`src/rtl/booth8_pkg.sv`:
```
package booth8_pkg;

    typedef enum logic [2:0] {
        MAG_ZERO  = 3'd0,
        MAG_ONE   = 3'd1,
        MAG_TWO   = 3'd2,
        MAG_THREE = 3'd3,
        MAG_FOUR  = 3'd4
    } mag_e;

    typedef struct packed {
        logic neg;
        mag_e mag;
    } digit_t;

endpackage

```
`src/rtl/booth8_recoder.sv`:
```
module booth8_recoder
    import booth8_pkg::*;
#(
    parameter int N    = 16,
    parameter int ROWS = (N + 2) / 3
) (
    input  logic [N-1:0]              mult,
    output digit_t [ROWS-1:0]         digits
);
    localparam int MX_W = 3 * ROWS;

    logic signed [MX_W-1:0] mult_sx;
    logic [MX_W:0]          ext;

    assign mult_sx = MX_W'($signed(mult));
    assign ext     = {mult_sx, 1'b0};

    for (genvar k = 0; k < ROWS; k++) begin : g_win
        logic [3:0] win;
        assign win = ext[3*k +: 4];

        always_comb begin
            unique case (win)
                4'b0000, 4'b1111: digits[k] = '{neg: 1'b0, mag: MAG_ZERO};
                4'b0001, 4'b0010: digits[k] = '{neg: 1'b0, mag: MAG_ONE};
                4'b0011, 4'b0100: digits[k] = '{neg: 1'b0, mag: MAG_TWO};
                4'b0101, 4'b0110: digits[k] = '{neg: 1'b0, mag: MAG_THREE};
                4'b0111:          digits[k] = '{neg: 1'b0, mag: MAG_FOUR};
                4'b1000:          digits[k] = '{neg: 1'b1, mag: MAG_FOUR};
                4'b1001, 4'b1010: digits[k] = '{neg: 1'b1, mag: MAG_THREE};
                4'b1011, 4'b1100: digits[k] = '{neg: 1'b1, mag: MAG_TWO};
                default:          digits[k] = '{neg: 1'b1, mag: MAG_ONE};
            endcase
        end
    end

endmodule

```
`src/rtl/booth8_triple.sv`:
```
module booth8_triple #(
    parameter int N = 16
) (
    input  logic signed [N-1:0] m,
    output logic signed [N+1:0] m3
);
    localparam int TW = N + 2;

    logic signed [TW-1:0] m_sx;

    assign m_sx = TW'(m);
    assign m3   = m_sx + (m_sx <<< 1);

endmodule

```
`src/rtl/booth8_row.sv`:
```
module booth8_row
    import booth8_pkg::*;
#(
    parameter int N  = 16,
    parameter int RW = N + 3
) (
    input  logic signed [N-1:0]  m,
    input  logic signed [N+1:0]  m3,
    input  digit_t               dig,
    output logic [RW-1:0]        row
);
    logic signed [RW-1:0] m_x;
    logic signed [RW-1:0] m3_x;
    logic [RW-1:0]        pick;

    assign m_x  = RW'(m);
    assign m3_x = RW'(m3);

    always_comb begin
        unique case (dig.mag)
            MAG_ONE:   pick = m_x;
            MAG_TWO:   pick = m_x <<< 1;
            MAG_THREE: pick = m3_x;
            MAG_FOUR:  pick = m_x <<< 2;
            default:   pick = '0;
        endcase
        row = dig.neg ? ~pick : pick;
    end

endmodule

```
`src/rtl/booth8_mult.sv`:
```
module booth8_mult
    import booth8_pkg::*;
#(
    parameter int N       = 16,
    parameter bit OUT_REG = 1'b1
) (
    input  logic              clk,
    input  logic              rst_n,
    input  logic              in_valid,
    input  logic [N-1:0]      a,
    input  logic [N-1:0]      b,
    output logic              out_valid,
    output logic [2*N-1:0]    product
);
    localparam int ROWS = (N + 2) / 3;
    localparam int RW   = N + 3;
    localparam int PW   = 2 * N;

    digit_t [ROWS-1:0]        digits;
    logic signed [N+1:0]      a3;
    logic [ROWS-1:0][RW-1:0]  rows;
    logic [PW-1:0]            sum;

    booth8_recoder #(.N(N), .ROWS(ROWS)) recoder_i (
        .mult   (b),
        .digits (digits)
    );

    booth8_triple #(.N(N)) triple_i (
        .m  ($signed(a)),
        .m3 (a3)
    );

    for (genvar k = 0; k < ROWS; k++) begin : g_row
        booth8_row #(.N(N), .RW(RW)) row_i (
            .m   ($signed(a)),
            .m3  (a3),
            .dig (digits[k]),
            .row (rows[k])
        );
    end

    always_comb begin
        sum = '0;
        for (int k = 0; k < ROWS; k++) begin
            sum = sum + (PW'($signed(rows[k])) << (3 * k));
            sum = sum + (PW'(digits[k].neg) << (3 * k));
        end
    end

    if (OUT_REG) begin : g_reg
        always_ff @(posedge clk or negedge rst_n) begin
            if (!rst_n) begin
                product   <= '0;
                out_valid <= 1'b0;
            end else begin
                out_valid <= in_valid;
                if (in_valid) begin
                    product <= sum;
                end
            end
        end
    end else begin : g_comb
        assign product   = sum;
        assign out_valid = in_valid;
    end

endmodule

```
`config.mk`:
```
export PLATFORM = sky130hd
export DESIGN_NAME = booth8_mult
export DESIGN_NICKNAME = d
export VERILOG_FILES = /design/src/rtl/booth8_pkg.sv /design/src/rtl/booth8_recoder.sv /design/src/rtl/booth8_triple.sv /design/src/rtl/booth8_row.sv /design/src/rtl/booth8_mult.sv
export SDC_FILE = /design/constraint.sdc
export NUM_CORES = 1
export LEC_CHECK = 0
export ABC_AREA = 1
export BUFFER_PORTS_ARGS = -buffer_cell sky130_fd_sc_hd__buf_4
export CAP_MARGIN = 25
export CORE_ASPECT_RATIO = 1.4
export CORE_UTILIZATION = 69
export DETAILED_ROUTE_END_ITERATION = 8
export HOLD_SLACK_MARGIN = 0.03
export PLACE_DENSITY_LB_ADDON = 0.05
export SKIP_CTS_REPAIR_TIMING = 1
export SYNTH_ARGS = -nofsm -noshare
export SYNTH_HDL_FRONTEND = slang
export SYNTH_SLANG_ARGS = --single-unit
```
`constraint.sdc`:
```
create_clock -name clk -period 1.7 [get_ports clk]
set_input_delay 0.34 -clock clk [delete_from_list [all_inputs] [get_ports clk]]
set_output_delay 0.34 -clock clk [all_outputs]
set_load 0.01 [all_outputs]
```
==> metrics.md, run 1 <==
| Metric | Value |
|---|---|
| Mapped Nets | 1662 |
| Register area share after synthesis | 8.475% |
| Ports | 68 |
| Synth Register Bits | 33 |
| Primary FF master, synth | dfrtp_1 |
| Port Buffer Count | 67 |
| Synthesized area per cell | 6.638 sq um |
| Cells after Synth | 1468 |
| Asr flop ratio synth | 100.0% |
| Synth cell types | 56 |
| Synth warn | 0 |
| Die width | 102.4 um |
| Fail Step | detailed placement |
| Initial core utilization | 70.37% |
| Tool error | [ERROR DPL-0038] Utilization greater than 100%, impossible to legalize |
| Gpl congestion | 1.169 |
| Die Y | 142.6 um |
| Netlist Area Pre-Place | 9744 sq um |
| Row Count | 51 |
| Status | stopped before the end |
| Post-synth EDFFs | 0 |
[per-stage QoR]
stage,setup TNS [ps],hold WS (ps),cell area [sq um],setup slack [ps],std cells
after floorplan,-100160,44.41,10620,-4678,1468
after global placement,-118290,289.4,14010,-5217,2048
[cells by family after synthesis]
family | synth area share (%)
buffers and inverters | 10.93
DFF | 8.475
and+or+nand+nor | 26.41
xor gates and xnor gates | 12.28
adders and majority gates | 24.65
AOI/OAI and AO/OA | 17.26
[synth_stat cells, drive strengths merged (18+ instances only)]
library cell	n	area [sq um]
a21oi	97	496.7
buf	18	92.59
clkbuf	29	110.1
dfrtp	33	825.8
fa	55	1101
ha	104	1301
inv	222	835.8
nand2	379	1485
nand3	77	402.9
nand4	20	125.1
nor2	89	349.1
o21ai	67	346.6
o221ai	19	166.4
o22ai	26	162.7
xor2	117	1047
==> run 2, diff against run 1 <==
CORE_ASPECT_RATIO = not set   (was 1.4)
CORE_UTILIZATION = 40   (was 69)
HOLD_SLACK_MARGIN = not set   (was 0.03)
PLACE_DENSITY_LB_ADDON = 0.15   (was 0.05)
==> metrics.md, run 2 <==
| Metric | Value |
|---|---|
| CTS tree | done |
| Synth top cells by count | 366 x nand2_1, 212 x inv_1, 114 x xor2_1, 104 x ha_1, 94 x a21oi_1 |
| Largest regs | product: 32 flops, out_valid: 1 flops |
| CTS buffer count | 5 |
| Core ar. | 23680 sq um |
| CP top delay family | adder cells |
| H-Tree Depth | 2 |
| Post-synth EDFFs | 0 (unchanged) |
| Total number of vias | 11590 |
| Largest register FFs | 32 |
| Detailed Place HPWL | 31.87 mm |
| Share of layout cells above drive strength 1 | 43.94% |
| Initial core utilization | 41.15% (-29 points) |
| Synth cell types | 56 (unchanged) |
| Worst-Margin Slew | 441.9 ps |
| Ports | 68 (unchanged) |
| Routed vias/inst | 5.170 |
| Diodes inserted | 0 |
| Post-detailed-route count of antenna-violating nets | 0 |
| Max Cap Viol | 0 |
| CP Max Fanout | 4 |
| Initial antenna violation count | 0 |
| Status | complete, but fails checks |
| Crit path arrival time | 6860 ps |
| Share of Yosys cell area claimed by the top area cell type | 14.10% (unchanged) |
| Gr ovfl total | 0 |
| Worst Skew | 0 ps |
| Maximum clock rate | 149.6 MHz |
| Hold Path Class | in -> async |
| Fin. Hold Viols | 0 |
| DRC viols | 0 |
| Tcrit/Tclk final | 393.3% |
| Tot GR Track Use | 30.06% |
| First-pass GRT wire length | 58.42 mm |
| CP Capture Type | flip-flop |
| Vias in the first global route | 11420 |
| Mapped Nets | 1662 (unchanged) |
| Final setup viols | 31 |
| Worst-path clk slew | 60 ps |
| Most common library cell in the layout ignoring fill and taps | buf_4 |
| Largest buffer count on any clock path | 2 |
| Slew HR | 70.54% |
| Pre-antenna DRT Iters | 5 |
| Asr flop ratio synth | 100.0% (unchanged) |
| Largest net degree at the start of global routing | 42 |
| Clk sinks | 33 |
| Clock Root Buffer | clkbuf_16 |
| Buffers & Inverters on Critical Path | 6 |
| Crit-path max cell delay | 590 ps |
| Violated checks | negative setup slack |
| Final worst slack | -4986 ps |
| Most frequent cells in the layout | 449 x buf_4, 312 x nand2_1, 175 x inv_1 |
| Port Buffer Count | 67 (unchanged) |
| NumNets Final | 2116 |
| Final Instance Area | 16020 sq um |
| Worst Path Required | 1870 ps |
| Min Tclk post-route | 6686 ps |
| Primary FF master, synth | dfrtp_1 |
| Starting DRT DRC Count | 726 |
| Kind of critical path | in -> reg |
| Dpl cell area | 14360 sq um |
| Clk_lat worst skew | 280 ps |
| Synth warn | 0 (unchanged) |
| Synth Register Bits | 33 (unchanged) |
| WL final | 38.51 mm |
| Die width | 158.1 um (+54%) |
| Routed len/inst | 17.18 um |
| RSZ-0062 raised after global routing | yes |
| Die Y | 158.1 um (+11%) |
| Cells after Synth | 1468 (unchanged) |
| Area grow syn2layout | 64.39% |
| Gpl congestion | 0.9774 (-16%) |
| Synthesized area per cell | 6.638 sq um (unchanged) |
| Biggest register | product |
| Count leader, synth | nand2_1 |
| CP dominant cell by count | nand2_1 |
| Synth area leader | nand2_1 |
| Final Max Tran Viols | 0 |
| Slowest-stage cell, CP | fa_2 |
| Netlist Area Pre-Place | 9744 sq um (unchanged) |
| Top cells by area, synth | nand2_1 14%, ha_1 13%, fa_1 11% |
| CP Launch Type | input pin |
| Row Count | 56 (+9.8%) |
| DIE AREA | 24990 sq um |
| Register area share after synthesis | 8.475% (unchanged) |
-- run 2: cell counts after synthesis --
No cell type changed its count.
-- run 2: cell families after synthesis --
group                      synth area share, %
DFF                                      8.475
adders and majority gates                24.65
AOI/OAI and AO/OA                        17.26
buffers and inverters                    10.93
xor gates and xnor gates                 12.28
and+or+nand+nor                          26.41
-- run 2: layer usage --
metal,up-vias,wire [um],GRT usage (%)
met5,-,0,0
met2,294,19970,56.68
met3,74,1431,2.765
met1,5496,15800,35.62
li1,5727,-,-
met4,0,1305,8.883
-- run 2: layout make-up --
type / instances / area (sq um)
inverter: 229 / 874.6
clock inverter: 3 / 65.06
sequential: 33 / 825.8
tap: 319 / 399.1
multi-input combinational: 1159 / 9761
fill: 2058 / 7664
timing repair buffer: 494 / 3969
clock buffer: 5 / 125.1
-- run 2: worst paths after layout --
| kind | from | to | slack, ps | cells after the start |
|---|---|---|---|---|
| max | a[2] | product[30]$_DFFE_PN0P_ | -4990 | 39 |
| min | rst_n | product[24]$_DFFE_PN0P_ | 8 | 1 |
| max reg2reg | product[23]$_DFFE_PN0P_ | product[23]$_DFFE_PN0P_ | 1010 | 2 |
| min reg2reg | product[12]$_DFFE_PN0P_ | product[12]$_DFFE_PN0P_ | 470 | 2 |
| max in group asynchronous | rst_n | product[7]$_DFFE_PN0P_ | 1380 | 1 |
| min in group clk | product[12]$_DFFE_PN0P_ | product[12]$_DFFE_PN0P_ | 470 | 2 |
-- run 2: metrics by stage --
stage          setup TNS [ps]  std cells  hold WS (ps)  setup slack, ps  utilization, %
5_1_grt               -118320       2242         28.49            -5281           67.64
3_3_place_gp          -124650       2203         304.6            -5523           60.63
2_1_floorplan         -100160       1468         44.41            -4678               -
6_report              -111710       2242         7.534            -4986           67.64
3_5_place_dp          -127010       2203         315.3            -5646           60.63
4_1_cts               -117770       2211         15.25            -5338           61.43
Power of run 2 is not shown: default switching activity piles up to over one toggle a cycle in this logic, so the estimate is an artifact.
==> run 3, diff against run 2 <==
CORE_ASPECT_RATIO = 1.75   (was not set)
CORE_MARGIN = 8   (was not set)
==> metrics.md, run 3 (same netlist as run 2, synthesis figures left out) <==
| Metric | Value |
|---|---|
| Status | complete, but fails checks |
| Violated checks | negative hold slack, negative setup slack |
| Port Buffer Count | 67 (unchanged) |
| Reg-to-reg startpoint | product[17]$_DFFE_PN0P_ |
| Pre-antenna DRT Iters | 5 (unchanged) |
| DRC viols | 0 (unchanged) |
| Worst-path clk slew | 60 ps (about the same) |
| Crit-path max cell delay | 590 ps (about the same) |
| Clk_lat worst skew | 290 ps (about the same) |
| Final core occ | 69.16% (+1.5 points) |
| Tcrit/Tclk final | 395.6% (+2.4 points) |
| Final Max Tran Viols | 0 (unchanged) |
| DP Cell Count | 2204 (+0.045%) |
| Setup slack, reg-to-reg | 1040 ps (+30 ps) |
| Origin of the worst setup path | a[1] |
| Crit path arrival time | 6910 ps (+50 ps) |
| Largest buffer count on any clock path | 2 (unchanged) |
| Maximum clock rate | 148.7 MHz (-0.60%) |
| Post-detailed-route count of antenna-violating nets | 0 (unchanged) |
| Vias in the first global route | 12000 (+5.1%) |
| CP Capture Type | flip-flop |
| Hold Path Class | in -> async |
| Worst hold margin | -20.07 ps (-27.60 ps) |
| Worst Reg-to-Reg Cells | 2 (unchanged) |
| First-pass GRT wire length | 60.82 mm (+4.1%) |
| Biggest register | product |
| Share of layout cells above drive strength 1 | 48.27% (+4.3 points) |
| Largest regs | product: 32 flops, out_valid: 1 flops |
| Core ar. | 23930 sq um (+1.0%) |
| Met3 global-route usage | 1.378% (-1.4 points) |
| Ports | 68 (unchanged) |
| Largest register FFs | 32 (unchanged) |
| Detailed Place HPWL | 34.34 mm (+7.7%) |
| Layout Cells excl Fill | 2249 (+0.31%) |
| CP Launch Type | input pin |
| CP dominant cell by count | nand3_2 |
| RR Endpoint | product[17]$_DFFE_PN0P_ |
| Diodes inserted | 0 (unchanged) |
| CTS buffer count | 5 (unchanged) |
| Final setup viols | 31 (unchanged) |
| Grt met2 use | 51.68% (-5.0 points) |
| Fin. Hold Viols | 24 (+24) |
| Starting DRT DRC Count | 419 (-42%) |
| Clk sinks | 33 (unchanged) |
| Die width | 134.0 um (-15%) |
| CP Max Fanout | 4 (unchanged) |
| H-Tree Depth | 2 (unchanged) |
| Gpl congestion | 1.000 (+2.3%) |
| Final worst slack | -5026 ps (-40.02 ps) |
| Final Instance Area | 16550 sq um (+3.3%) |
| WL final | 41.33 mm (+7.3%) |
| RSZ-0062 raised after global routing | yes |
| Most common library cell in the layout ignoring fill and taps | buf_4 |
| Crit path to | product[25]$_DFFE_PN0P_ |
| Row Count | 75 (+34%) |
| Dpl cell area | 14510 sq um (+1.1%) |
| Largest net degree at the start of global routing | 34 (-19%) |
| NumNets Final | 2134 (+0.85%) |
| Fin Setup TNS | -109770 ps (+1936 ps) |
| Slowest-stage cell, CP | fa_2 |
| Initial core utilization | 40.72% (-0.42 points) |
| Routed vias/inst | 5.287 (+2.3%) |
| Worst Path Required | 1880 ps (about the same) |
| M1 GR Usage | 23.69% (-12 points) |
| Most used routing layer | met2 |
| Initial antenna violation count | 0 (unchanged) |
| DIE AREA | 29810 sq um (+19%) |
| Tot GR Track Use | 25.75% (-4.3 points) |
| Most frequent cells in the layout | 470 x buf_4, 299 x nand2_1, 161 x inv_1 |
| Min Tclk post-route | 6726 ps (+40.02 ps) |
| Gr ovfl total | 0 (unchanged) |
| Area grow syn2layout | 69.84% |
| Kind of critical path | in -> reg |
| Die Y | 222.5 um (+41%) |
| Max Cap Viol | 0 (unchanged) |
| Worst-Margin Slew | 466.8 ps (+24.96 ps) |
| Slew HR | 68.76% (-1.8 points) |
| CTS tree | done |
| Clock Root Buffer | clkbuf_16 |
| Worst Skew | 0 ps (unchanged) |
| Routed len/inst | 18.38 um (+7.0%) |
| Total number of vias | 11890 (+2.6%) |
==> run 3: changes by cell type in the layout (fill, tap and decap cells not counted), sizes merged <==
cell    before  now
bufinv       2    0
clkbuf       5    6
clkinv       8    9
buf        494  512
==> run 3: how the worst min path moves through the flow <==
| stage | start | end | slack, ps | depth (start not counted) |
|---|---|---|---|---|
| 3_5_place_dp | rst_n | product[12]$_DFFE_PN0P_ | 310 | 1 |
| 4_1_cts | rst_n | product[0]$_DFFE_PN0P_ | 4 | 1 |
| 6_report | rst_n | product[0]$_DFFE_PN0P_ | -20 | 1 |
| 3_3_place_gp | rst_n | out_valid$_DFF_PN0_ | 300 | 1 |
| 2_1_floorplan | rst_n | out_valid$_DFF_PN0_ | 40 | 0 |
| 5_1_grt | rst_n | product[8]$_DFFE_PN0P_ | 20 | 1 |
==> run 3: layer usage <==
metal	vias to the layer above	share of wire (%)
li1	5769	-
met1	5648	34
met2	318	56
met3	156	2.5
met4	0	7.4
met5	-	0
==> run 3: metrics by stage <==
stage / hold slack (ps) / setup slack, ps
floorplan: 44.41 / -4678
global placement: 304.2 / -5463
detailed placement: 309.2 / -5513
CTS: 3.904 / -5212
global route: 22.91 / -5319
finish: -20.07 / -5026
==> run 3: worst max-delay path, delay by kind of cell <==
| family | cells | cell delay (ps) |
|---|---|---|
| buffers and inverters | 8 | 670 |
| adder cells (fa/ha/maj) | 8 | 3110 |
| AND/OR/NAND/NOR | 15 | 1280 |
| XOR/XNOR | 2 | 440 |
| AO/OA/AOI/OAI | 9 | 1050 |
==> run 3: area by class of cell <==
cell class,instances,area [sq um]
clock buffers,6,138.9
fillers,2019,7380
well taps,308,385.4
multi-input cells,1159,10150
inverters,229,882.1
clock inverters,2,13.76
repair buffers,512,4154
flip-flops and latches,33,825.8
Power of run 3 is left out for the same reason.
